<file path="config.mk">
export PLATFORM = sky130hd
export DESIGN_NAME = multicart_mapper
export DESIGN_NICKNAME = d
export VERILOG_FILES = /design/src/rtl/mcm_pkg.sv /design/src/rtl/mcm_regs.sv /design/src/rtl/mcm_prg.sv /design/src/rtl/mcm_video.sv /design/src/rtl/multicart_mapper.sv
export SDC_FILE = /design/constraint.sdc
export NUM_CORES = 1
export LEC_CHECK = 0
export BUFFER_PORTS_ARGS = -buffer_cell sky130_fd_sc_hd__buf_2
export CAP_MARGIN = 10
export CELL_PAD_IN_SITES_DETAIL_PLACEMENT = 2
export CELL_PAD_IN_SITES_GLOBAL_PLACEMENT = 2
export CORE_ASPECT_RATIO = 0.9
export CORE_MARGIN = 4
export CORE_UTILIZATION = 21
export CTS_CLUSTER_DIAMETER = 30
export DETAILED_ROUTE_END_ITERATION = 7
export PLACE_DENSITY = 0.7
export SLEW_MARGIN = 30
export SYNTH_ARGS = -nofsm -noshare
export SYNTH_HDL_FRONTEND = slang
export SYNTH_HIERARCHICAL = 1
export SYNTH_SLANG_ARGS = --single-unit
export TNS_END_PERCENT = 10
</file>
<file path="constraint.sdc">
create_clock -name clk -period 1.5 [get_ports clk]
set_clock_uncertainty 0.1 [all_clocks]
set_input_delay 0.3 -clock clk [delete_from_list [all_inputs] [get_ports clk]]
set_output_delay 0.3 -clock clk [all_outputs]
set_load 0.01 [all_outputs]
</file>
<file path="src/rtl/mcm_pkg.sv">
package mcm_pkg;
  localparam int OUTER_W   = 2;
  localparam int INNER_W   = 3;
  localparam int CFG_W     = 5;
  localparam int BANK16_W  = OUTER_W + INNER_W;
  localparam int PA_W      = BANK16_W + 1;
  localparam int NUM_CHIPS = 2;
  localparam int CHIP_W    = $clog2(NUM_CHIPS);
  localparam logic [PA_W-1:0] WIN_BANK8 = PA_W'(1);

  typedef enum logic [1:0] {
    MODE_SINGLE16 = 2'b00,
    MODE_WHOLE32  = 2'b01,
    MODE_SWITCH_A = 2'b10,
    MODE_SWITCH_B = 2'b11
  } prg_mode_e;

  typedef struct packed {
    logic                chr_wp;
    logic [1:0]          mirror;
    prg_mode_e           mode;
    logic [OUTER_W-1:0]  outer;
  } cfg_t;

  // Stored field holds CPU data bits 7..3; bit 7 and bit 6 are shared.
  function automatic cfg_t unpack_cfg(input logic [CFG_W-1:0] f);
    cfg_t c;
    c.chr_wp = f[4];
    c.mirror = f[4:3];
    c.mode   = prg_mode_e'(f[3:2]);
    c.outer  = f[1:0];
    return c;
  endfunction

  function automatic logic [BANK16_W-1:0] pick_bank16(
      input prg_mode_e m, input logic [OUTER_W-1:0] o,
      input logic [INNER_W-1:0] i, input logic a14);
    logic [BANK16_W-1:0] b;
    case (m)
      MODE_SINGLE16: b = {o, i};
      MODE_WHOLE32:  b = {o, i[INNER_W-1:1], a14};
      default:       b = a14 ? {o, {INNER_W{1'b1}}} : {o, i};
    endcase
    return b;
  endfunction

  function automatic logic [CHIP_W-1:0] pick_chip(input prg_mode_e m);
    return (m == MODE_SWITCH_B) ? CHIP_W'(1) : CHIP_W'(0);
  endfunction

  function automatic logic nt_line(input logic [1:0] mir, input logic a11, input logic a10);
    logic r;
    if (mir[0])      r = 1'b1;
    else if (mir[1]) r = a11;
    else             r = a10;
    return r;
  endfunction
endpackage

</file>
<file path="src/rtl/mcm_regs.sv">
module mcm_regs
  import mcm_pkg::*;
(
  input  logic               clk,
  input  logic               por_n,
  input  logic               con_rst_n,
  input  logic               wr_stb,
  input  logic               cpu_rnw,
  input  logic               romsel_n,
  input  logic               cpu_a14,
  input  logic               cpu_a13,
  input  logic [7:0]         cpu_d,
  output logic [CFG_W-1:0]   cfg_q,
  output logic [INNER_W-1:0] inner_q,
  output logic               lock_q
);
  logic wr_hit, wr_cfg, wr_inner;

  assign wr_hit   = wr_stb && !cpu_rnw && !romsel_n && !lock_q;
  assign wr_cfg   = wr_hit && !cpu_a14;
  assign wr_inner = wr_hit &&  cpu_a14;

  always_ff @(posedge clk or negedge por_n) begin
    if (!por_n) begin
      cfg_q   <= '0;
      inner_q <= '0;
      lock_q  <= 1'b0;
    end else begin
      if (wr_cfg) begin
        cfg_q <= cpu_d[7:8-CFG_W];
        if (cpu_a13) lock_q <= 1'b1;
      end
      if (wr_inner) inner_q <= cpu_d[INNER_W-1:0];
    end
  end

  a_r1_cfg_capture: assert property (@(posedge clk) disable iff (!por_n)
    wr_cfg |=> cfg_q == $past(cpu_d[7:8-CFG_W]))
    else $error("R1 config capture");

  a_r2_inner_capture: assert property (@(posedge clk) disable iff (!por_n)
    wr_inner |=> inner_q == $past(cpu_d[INNER_W-1:0]))
    else $error("R2 inner capture");

  a_r9_lock_freezes: assert property (@(posedge clk) disable iff (!por_n)
    lock_q |=> lock_q && $stable(cfg_q) && $stable(inner_q))
    else $error("R9 lock");

  a_r10_console_reset_inert: assert property (@(posedge clk) disable iff (!por_n)
    (!con_rst_n && !(wr_stb && !cpu_rnw && !romsel_n))
      |=> $stable(cfg_q) && $stable(inner_q) && $stable(lock_q))
    else $error("R10 console reset");
endmodule

</file>
<file path="src/rtl/mcm_prg.sv">
module mcm_prg
  import mcm_pkg::*;
(
  input  logic                 arm,
  input  cfg_t                 cfg,
  input  logic [INNER_W-1:0]   inner,
  input  logic [2:0]           cpu_a,
  input  logic                 cpu_rnw,
  input  logic                 romsel_n,
  output logic [PA_W-1:0]      prg_a,
  output logic [NUM_CHIPS-1:0] chip_ce_n
);
  logic                in_rom, in_win;
  logic [BANK16_W-1:0] bank16;
  logic [CHIP_W-1:0]   chip;

  assign in_rom = !romsel_n;
  assign in_win = romsel_n && (cpu_a == 3'b011);
  assign bank16 = pick_bank16(cfg.mode, cfg.outer, inner, cpu_a[1]);
  assign chip   = pick_chip(cfg.mode);

  always_comb begin
    if (in_rom)      prg_a = {bank16, cpu_a[0]};
    else if (in_win) prg_a = WIN_BANK8;
    else             prg_a = '0;
  end

  for (genvar k = 0; k < NUM_CHIPS; k++) begin : g_ce
    assign chip_ce_n[k] = !(cpu_rnw &&
                            ((in_rom && chip == CHIP_W'(k)) || (in_win && k == 0)));
  end

  always_comb begin
    if (arm) begin
      a_r7_one_chip: assert ($onehot0(~chip_ce_n)) else $error("R7 two chips");
      a_r13_no_ce_on_write: assert (cpu_rnw || (&chip_ce_n)) else $error("R13 write ce");
      a_r8_window: assert (!(romsel_n && cpu_a == 3'b011 && cpu_rnw)
                           || (!chip_ce_n[0] && prg_a == PA_W'(1)))
        else $error("R8 window");
      a_r14_idle: assert (!romsel_n || cpu_a == 3'b011
                          || ((&chip_ce_n) && prg_a == '0))
        else $error("R14 idle");
    end
  end
endmodule

</file>
<file path="src/rtl/mcm_video.sv">
module mcm_video
  import mcm_pkg::*;
(
  input  logic       arm,
  input  cfg_t       cfg,
  input  logic       ppu_a11,
  input  logic       ppu_a10,
  output logic       ciram_a10,
  output logic       chr_wr_en
);
  assign ciram_a10 = nt_line(cfg.mirror, ppu_a11, ppu_a10);
  assign chr_wr_en = !cfg.chr_wp;

  always_comb begin
    if (arm) begin
      a_r11_single_screen: assert (!(cfg.mirror[0]) || ciram_a10) else $error("R11 single");
    end
  end
endmodule

</file>
<file path="src/rtl/multicart_mapper.sv">
module multicart_mapper
  import mcm_pkg::*;
(
  input  logic            clk,
  input  logic            por_n,
  input  logic            con_rst_n,
  input  logic            wr_stb,
  input  logic [2:0]      cpu_a,
  input  logic [7:0]      cpu_d,
  input  logic            cpu_rnw,
  input  logic            romsel_n,
  input  logic            ppu_a11,
  input  logic            ppu_a10,
  output logic [PA_W-1:0] prg_a,
  output logic            prg1_ce_n,
  output logic            prg2_ce_n,
  output logic            chr_wr_en,
  output logic            ciram_a10
);
  logic [CFG_W-1:0]     cfg_q;
  logic [INNER_W-1:0]   inner_q;
  logic                 lock_q;
  logic [NUM_CHIPS-1:0] chip_ce_n;
  cfg_t                 cfg;

  assign cfg = unpack_cfg(cfg_q);

  mcm_regs u_regs (
    .clk(clk), .por_n(por_n), .con_rst_n(con_rst_n), .wr_stb(wr_stb),
    .cpu_rnw(cpu_rnw), .romsel_n(romsel_n), .cpu_a14(cpu_a[1]),
    .cpu_a13(cpu_a[0]), .cpu_d(cpu_d), .cfg_q(cfg_q), .inner_q(inner_q),
    .lock_q(lock_q)
  );

  mcm_prg u_prg (
    .arm(por_n), .cfg(cfg), .inner(inner_q), .cpu_a(cpu_a),
    .cpu_rnw(cpu_rnw), .romsel_n(romsel_n), .prg_a(prg_a),
    .chip_ce_n(chip_ce_n)
  );

  mcm_video u_video (
    .arm(por_n), .cfg(cfg), .ppu_a11(ppu_a11), .ppu_a10(ppu_a10),
    .ciram_a10(ciram_a10), .chr_wr_en(chr_wr_en)
  );

  assign prg1_ce_n = chip_ce_n[0];
  assign prg2_ce_n = chip_ce_n[1];
endmodule

</file>
# Word level (Yosys, flattened, before mapping)
# Index checks and enable logic that the tools add are counted.
# classes
eq_ne	3
muxes	7
n_bitwise	1
reduce_logical	20
# op_table
cell	count
$logic_and A1 B1 Y1	10
$logic_not A1 Y1	7
$mux W6	1
$pmux W3 S2	1
$mux W1	4
$eq A3 B2 Y1 const B	1
$mux W3	1
$eq A2 B1 Y1 const B	1
$eq A2 B2 Y1 const B	1
$logic_not A2 Y1	1
$reduce_and A2 Y1	1
$logic_or A1 B1 Y1	1
$not A1 Y1	1
# word_totals
ff_bits	9
in_bits	19

# Longest topological paths before layout
# Gate-level depths: netlist (run 1).
# logic_depth
ltp_word	7
ltp_mapped	4
ltp_nobuf	3

# Cells and area by module
# The synthesis (run 1) kept the hierarchy.
# by_module_without_submodules
mod	instances	cells_per_inst	area_each_um2	seq_area_each_um2
mcm_regs	1	22	380.4	225.2
mcm_prg	1	16	101.3	0.0
mcm_video	1	3	18.8	0.0

# Least setup slack after synthesis (run 1)
# Ideal clock, no wire load.
# synth_timing
path_type	reg2reg
start	reg u_regs.lock_q
end	reg u_regs.cfg_q[0]
arrival_ns	1.195
setup_slack_ns	0.080
path_stages_with_launch	5
path_buffers	1
synth_period_minus_slack_ns	1.420
path_cell_list	dfrtp_1 nor4b_2 and2b_1 buf_6 mux2_4
# synth_via
elab_chain_cells	3
# synth_rtl
item	line_no	source
start: declaration	mcm_regs.sv:15	output logic lock_q
start signal: assignment	mcm_regs.sv:27	lock_q <= 1'b0;
start signal: assignment	mcm_regs.sv:31	if (cpu_a13) lock_q <= 1'b1;
$logic_not A1 Y1	mcm_regs.sv:19	assign wr_hit = wr_stb && !cpu_rnw && !romsel_n && !lock_q;
$logic_and A1 B1 Y1	mcm_regs.sv:19	
$logic_and A1 B1 Y1	mcm_regs.sv:20	assign wr_cfg = wr_hit && !cpu_a14;
end signal: assignment	mcm_regs.sv:30	cfg_q <= cpu_d[7:8-CFG_W];
end: declaration	mcm_regs.sv:13	output logic [CFG_W-1:0] cfg_q,
# No other way between the ends.
# A chain may end at the register's enable or synchronous reset.

# Worst setup path after layout (run 1)
# layout_timing
start	reg u_regs.cfg_q[3]
end	out prg_a[1]
# layout_via
elab_chain_cells	3
elab_cells_between_ends	4
classes_between	eq/ne: 1; mux: 2; reduce/logical: 1
# layout_rtl
item	line_no	source
$eq A2 B1 Y1 or $logic_not A2 Y1 (tied branches)	mcm_pkg.sv:39	case (m)
$pmux W3 S2 *	mcm_pkg.sv:39	
$mux W6 *	mcm_prg.sv:23	if (in_rom) prg_a = {bank16, cpu_a[0]};
end: declaration	multicart_mapper.sv:14	output logic [PA_W-1:0] prg_a,
# Every way passes the cells marked *; elsewhere a longest branch is shown, timed or not.

==> flow_summary.json, run 1 <==
{
  "status": "finished with violations",
  "violations": "setup timing",
  "yosys-top-cells-area": "dfrtp_1 (45%), mux2_4 (15%), mux2_2 (6.7%), a21oi_1 (3.0%), a221oi_2 (3.0%)",
  "yosysTopAreaCell": "dfrtp_1",
  "syn_nets": 60,
  "yosysWarnings": 6,
  "rsz0062_at_grt": "true",
  "max_cap_viol_count": 0,
  "clk_latency_ps": 260,
  "nets": 98,
  "cts_buffers": 3,
  "power.static_leakage_nw": 0.384,
  "period_share": 1.05,
  "cpLargestDelayFamily": "flip-flops",
  "vias": 478,
  "path_buf_inv": 1,
  "max_slew.worst_pin.slew_ps": 220,
  "dp_hpwl_um": 1170,
  "critPathKind": "reg2out",
  "crit_path_end_kind": "output port",
  "irDropWorstVdd_mv": 0.507,
  "fin_util": 0.347,
  "synthCells": 41,
  "pre_cts_ws_ps": -83.1,
  "p_comb_frac": 0.370,
  "grt_pass1_wl_um": 2470,
  "root_buffer": "clkbuf_4",
  "cp_data_required_time_ps": 1100,
  "drive_gt1_frac": 0.667,
  "fin_ws_ps": -75.5,
  "io_pins": 29,
  "path_max_fanout": 8,
  "fp.dieH_um": 54.3,
  "dp.cells": 99,
  "grt_max_degree": 10,
  "h-tree-depth": 1,
  "grt_antenna_before_repair": 0,
  "viasPerCell": 4.55,
  "yosysSeqAreaShare": 0.450,
  "p_int_w": 0.000654,
  "clkPwrFrac": 0.194,
  "grt_pass1_vias": 540,
  "clock-sinks": 9,
  "core-area_mm2": 0.00222,
  "power.share.sequential": 0.436,
  "finalMaxSlewViolations": 0,
  "power.switching_w": 0.000312,
  "slowest_delay_ps": 460,
  "drtIter0Drc": 3,
  "grtUsageTotal": 0.107,
  "fin_hold_ws_ps": 167,
  "n_antenna_cell": 0,
  "relSlewSlack": 0.853,
  "fmax_ghz": 0.635,
  "postRouteAntennaNets": 0,
  "tritoncts": "done",
  "die_x_um": 59.5,
  "start_kind": "flop",
  "ys_ff_latch": 9,
  "syn_area_um2": 500,
  "yosysUniqueCellTypes": 19,
  "placed_cell_area_um2": 708,
  "die_area_mm2": 0.00323,
  "avgSynthCellArea_um2": 12.2,
  "io_buffers": 27,
  "power_density_mw_per_mm2": 1250,
  "crit_path_cell_trace": "nor2_2, a221oi_2, buf_2",
  "netlist.area_leader.share": 0.450,
  "min_period_ps": 1580,
  "grt.overflow.total": 0,
  "start_util": 0.225,
  "swShare": 0.323,
  "dr.pass1.iters": 2,
  "clk_path_buf_depth": 2,
  "path_clk_slew_ps": 60,
  "hold_viol_final": 0,
  "critPathSlowestCell": "dfrtp_2",
  "hold_path_class": "in2reg",
  "syn_to_final_growth_pct": 54.0,
  "wire_per_inst_um": 14.6,
  "wl_um": 1530,
  "post-route-cell-area_um2": 771,
  "arrival_ps": 1180,
  "rows": 16,
  "place.gp.congestion": 0.698,
  "stdcell_count": 105,
  "drc_errors": 0,
  "setup_viol": 8
}
logic make-up after synthesis:
group	share of synthesized area
simple gates	0.165
mux	0.217
compound gates	0.130
flops	0.450
buf+inv	0.0375
worst paths after layout:
check	from	cells past startpoint	end	slack, ps
max reg2reg	u_regs/lock_q$_DFFE_PN0P_	4	u_regs/cfg_q[3]$_DFFE_PN0P_	-40
max in group asynchronous	por_n	2	u_regs/cfg_q[3]$_DFFE_PN0P_	760
min in group asynchronous	por_n	2	u_regs/cfg_q[4]$_DFFE_PN0P_	340
min reg2reg	u_regs/inner_q[0]$_DFFE_PN0P_	1	u_regs/inner_q[0]$_DFFE_PN0P_	410
min	cpu_d[7]	2	u_regs/cfg_q[4]$_DFFE_PN0P_	170
max	u_regs/cfg_q[3]$_DFFE_PN0P_	3	prg_a[1]	-80
what timing repair did:
action,in CTS,in global routing
endpoints found under the hold margin,9,0
resized for setup,5,1
endpoints found under the setup margin,10,14
hold buffers,1,0
setup buffers,1,0
pin swaps,2,1
cells in the final DEF (no fill, tap or decap), types with 2 or more instances in the layout:
cell type and instances:
buf_2 27, dfrtp_1 7, buf_4 5, mux2_4 5, clkbuf_4 3, a21oi_1 3
mux2_2 3, nor2_1 2, inv_1 2, nor2b_1 2, dfrtp_2 2
registers in the layout (all words and copies together), names as in the netlist:
name / flops
u_regs/inner_q: 3
u_regs/lock_q: 1
u_regs/cfg_q: 5
power by group through the flow:
| stage | logic (W) | registers, W | clock network [W] |
|---|---|---|---|
| 2_1_floorplan | 0.000211 | 0.000384 | 0 |
| 5_1_grt | 0.000395 | 0.000439 | 0.000211 |
| 6_report | 0.000358 | 0.000422 | 0.000187 |
| 3_5_place_dp | 0.000333 | 0.000413 | 0 |
| 4_1_cts | 0.000358 | 0.000420 | 0.000195 |
| 3_3_place_gp | 0.000324 | 0.000408 | 0 |
cell type report:
class / instances / area [um^2]
fill: 238 / 1450
multi-input combinational: 29 / 273
sequential: 9 / 228
timing repair buffer: 34 / 203
tap: 27 / 33.8
clock buffer: 4 / 26.3
inverter: 2 / 7.51
through the flow:
| stage | power [W] | setup TNS (ps) |
|---|---|---|
| 3_3_place_gp | 0.000733 | -356 |
| 5_1_grt | 0.00105 | -1170 |
| 3_5_place_dp | 0.000747 | -408 |
| 6_report | 0.000966 | -254 |
| 2_1_floorplan | 0.000595 | 0 |
| 4_1_cts | 0.000974 | -353 |
cell usage after synthesis:
library cell  number
a221oi_2           1
nor4b_2            1
nand4b_1           1
dfrtp_1            9
inv_1              2
a21oi_1            3
a21o_2             1
a21boi_0           1
mux2_4             5
buf_6              1
nor2_1             3
nand2b_1           1
nor2b_1            2
o21ai_1            2
mux2_2             3
and2b_1            2
nand2_1            1
and4b_1            1
a211o_1            1
worst register-to-register path: stages (launching register included):
cell	delay, ps
dfrtp_1	410
nor4b_4	280
and2b_2	210
buf_12	120
mux2_4	300
routing by layer:
layer	track usage	wire length, um	vias up
li1	-	-	224
met1	0.128	645	230
met2	0.175	716	22
met3	0.0354	150	2
met4	0.0453	19	0
met5	0	0	-
Note: power is estimated with default switching activity, not from simulation.
==> run 2: changes to the inputs <==
--- a/config.mk
+++ b/config.mk
@@ -14,7 +14,8 @@
 export CORE_UTILIZATION = 21
 export CTS_CLUSTER_DIAMETER = 30
 export DETAILED_ROUTE_END_ITERATION = 7
-export PLACE_DENSITY = 0.7
+export PLACE_DENSITY = 0.77
+export RECOVER_POWER = 50
 export SLEW_MARGIN = 30
 export SYNTH_ARGS = -nofsm -noshare
 export SYNTH_HDL_FRONTEND = slang
==> run 2 against run 1 <==
The flow still finishes with violations (setup timing). First-iteration DRC count increased by 130%. Cell count unchanged. Via count decreased by 0.84%. Maximum frequency decreased by 2.7%. Wire length increased by 5.8%. Core utilization unchanged. Sequential power about the same. Largest cell class unchanged.
==> flow_summary.json, run 2 (same netlist as run 1, synthesis figures left out) <==
{
  "power_density_mw_per_mm2": 1270,
  "io_buffers": 27,
  "grt.overflow.total": 0,
  "clk_path_buf_depth": 2,
  "grt_pass1_wl_um": 2590,
  "crit_path_end_kind": "output port",
  "root_buffer": "clkbuf_4",
  "nFillCells": 255,
  "clkPwrFrac": 0.183,
  "cts_buffers": 3,
  "start_kind": "flop",
  "rows": 16,
  "largest_reg_flops": 5,
  "irDropWorstVdd_mv": 0.476,
  "critPathLaunch": "u_regs/cfg_q[3]$_DFFE_PN0P_",
  "final_cell_mix": "buf_2 (26), dfrtp_1 (8), mux2_4 (5), buf_4 (4)",
  "die_area_mm2": 0.00323,
  "cp_data_required_time_ps": 1100,
  "arrival_ps": 1220,
  "die_x_um": 59.5,
  "hold_viol_final": 0,
  "total_power_w": 0.000976,
  "hold_path_class": "in2reg",
  "h-tree-depth": 1,
  "viasPerCell": 4.51,
  "nets": 98,
  "multi_input_area_um2": 272,
  "tritoncts": "done",
  "top_register": "u_regs/cfg_q",
  "reg.largest.list": "u_regs/cfg_q (5), u_regs/inner_q (3), u_regs/lock_q (1)",
  "power.switching_w": 0.000316,
  "syn_to_final_growth_pct": 54.0,
  "wire_per_inst_um": 15.4,
  "stdcell_count": 105,
  "place.gp.congestion": 0.698,
  "swShare": 0.323,
  "status": "finished with violations",
  "wl_um": 1620,
  "p_int_w": 0.000660,
  "setup_viol": 8,
  "max_cap_viol_count": 0,
  "io_pins": 29,
  "drc_errors": 0,
  "power.static_leakage_nw": 0.385,
  "fmax_ghz": 0.617,
  "grt_pass1_vias": 541,
  "power.share.sequential": 0.430,
  "max_slew.worst_pin.slew_ps": 511,
  "min_period_ps": 1620,
  "fin_ws_ps": -120,
  "path_clk_slew_ps": 60,
  "grt_max_degree": 10,
  "drive_gt1_frac": 0.628,
  "critPathKind": "reg2out",
  "ff_latch_area_um2": 226,
  "vias": 474,
  "dp.cells": 99,
  "fp.dieH_um": 54.3,
  "final_common_cell": "buf_2",
  "rr_startpoint": "u_regs/lock_q$_DFFE_PN0P_",
  "rsz0062_at_grt": "true",
  "path_max_fanout": 7,
  "finalMaxSlewViolations": 0,
  "dp_hpwl_um": 1260,
  "min_from": "cpu_d[7]",
  "core-area_mm2": 0.00222,
  "dr.pass1.iters": 3,
  "drtIter0Drc": 7,
  "clk_latency_ps": 250,
  "start_util": 0.225,
  "n_antenna_cell": 0,
  "clock-sinks": 9,
  "grt_antenna_before_repair": 0,
  "period_share": 1.08,
  "grtUsageTotal": 0.111,
  "violations": "setup timing",
  "postRouteAntennaNets": 0,
  "p_comb_frac": 0.387,
  "relSlewSlack": 0.659
}
-- run 2: metal layers --
| metal | GRT usage | vias to the layer above | wire, um |
|---|---|---|---|
| met5 | 0 | - | 0 |
| met4 | 0.0453 | 0 | 19 |
| met3 | 0.0142 | 2 | 98 |
| met2 | 0.220 | 14 | 885 |
| met1 | 0.117 | 238 | 615 |
| li1 | - | 220 | - |
-- run 2: power groups by stage --
stage	sequential [W]	combinational, W	clock, W
final	0.000420	0.000377	0.000178
after global routing	0.000437	0.000411	0.000203
after CTS	0.000423	0.000364	0.000189
after detailed placement	0.000415	0.000351	0
after global placement	0.000404	0.000332	0
after floorplan	0.000384	0.000211	0
-- run 2: path summary, 6_finish.rpt --
check	to	slack, ps	cells past startpoint
worst max-delay path	prg_a[1]	-120	3
min in group asynchronous	u_regs/cfg_q[4]$_DFFE_PN0P_	440	2
worst min register to register	u_regs/inner_q[2]$_DFFE_PN0P_	410	1
worst max register to register	u_regs/cfg_q[0]$_DFFE_PN0P_	-50	4
max in group asynchronous	u_regs/cfg_q[3]$_DFFE_PN0P_	500	2
worst min-delay path	u_regs/cfg_q[4]$_DFFE_PN0P_	180	2
-- run 2: critical path: stages, from the launching register on --
cell and delay, ps:
dfrtp_2 460, o21ai_2 100, a221oi_2 240, buf_2 180
-- run 2: cell type report --
type                    instances  area share
clock buffers                   4      0.0341
repair buffers                 34       0.266
flip-flops and latches          9       0.294
multi-input cells              29       0.352
well taps                      27      0.0438
inverters                       2     0.00974
-- run 2: timing repair --
item	CTS	global route
resized for setup	4	1
pin swaps	2	0
setup buffers	0	1
endpoints found under the hold margin	9	0
hold buffers	1	0
endpoints found under the setup margin	12	13
-- run 2: metrics by stage --
step	instance area [um^2]	TNS, ps	hold WS, ps	util	setup slack (ps)
after floorplan	500	0	-95.6	-	80.2
after global placement	708	-455	60.5	0.319	-91.8
after detailed placement	708	-1000	62.4	0.319	-165
after CTS	762	-571	173	0.343	-120
after global routing	771	-1020	169	0.347	-171
final	771	-543	177	0.347	-120
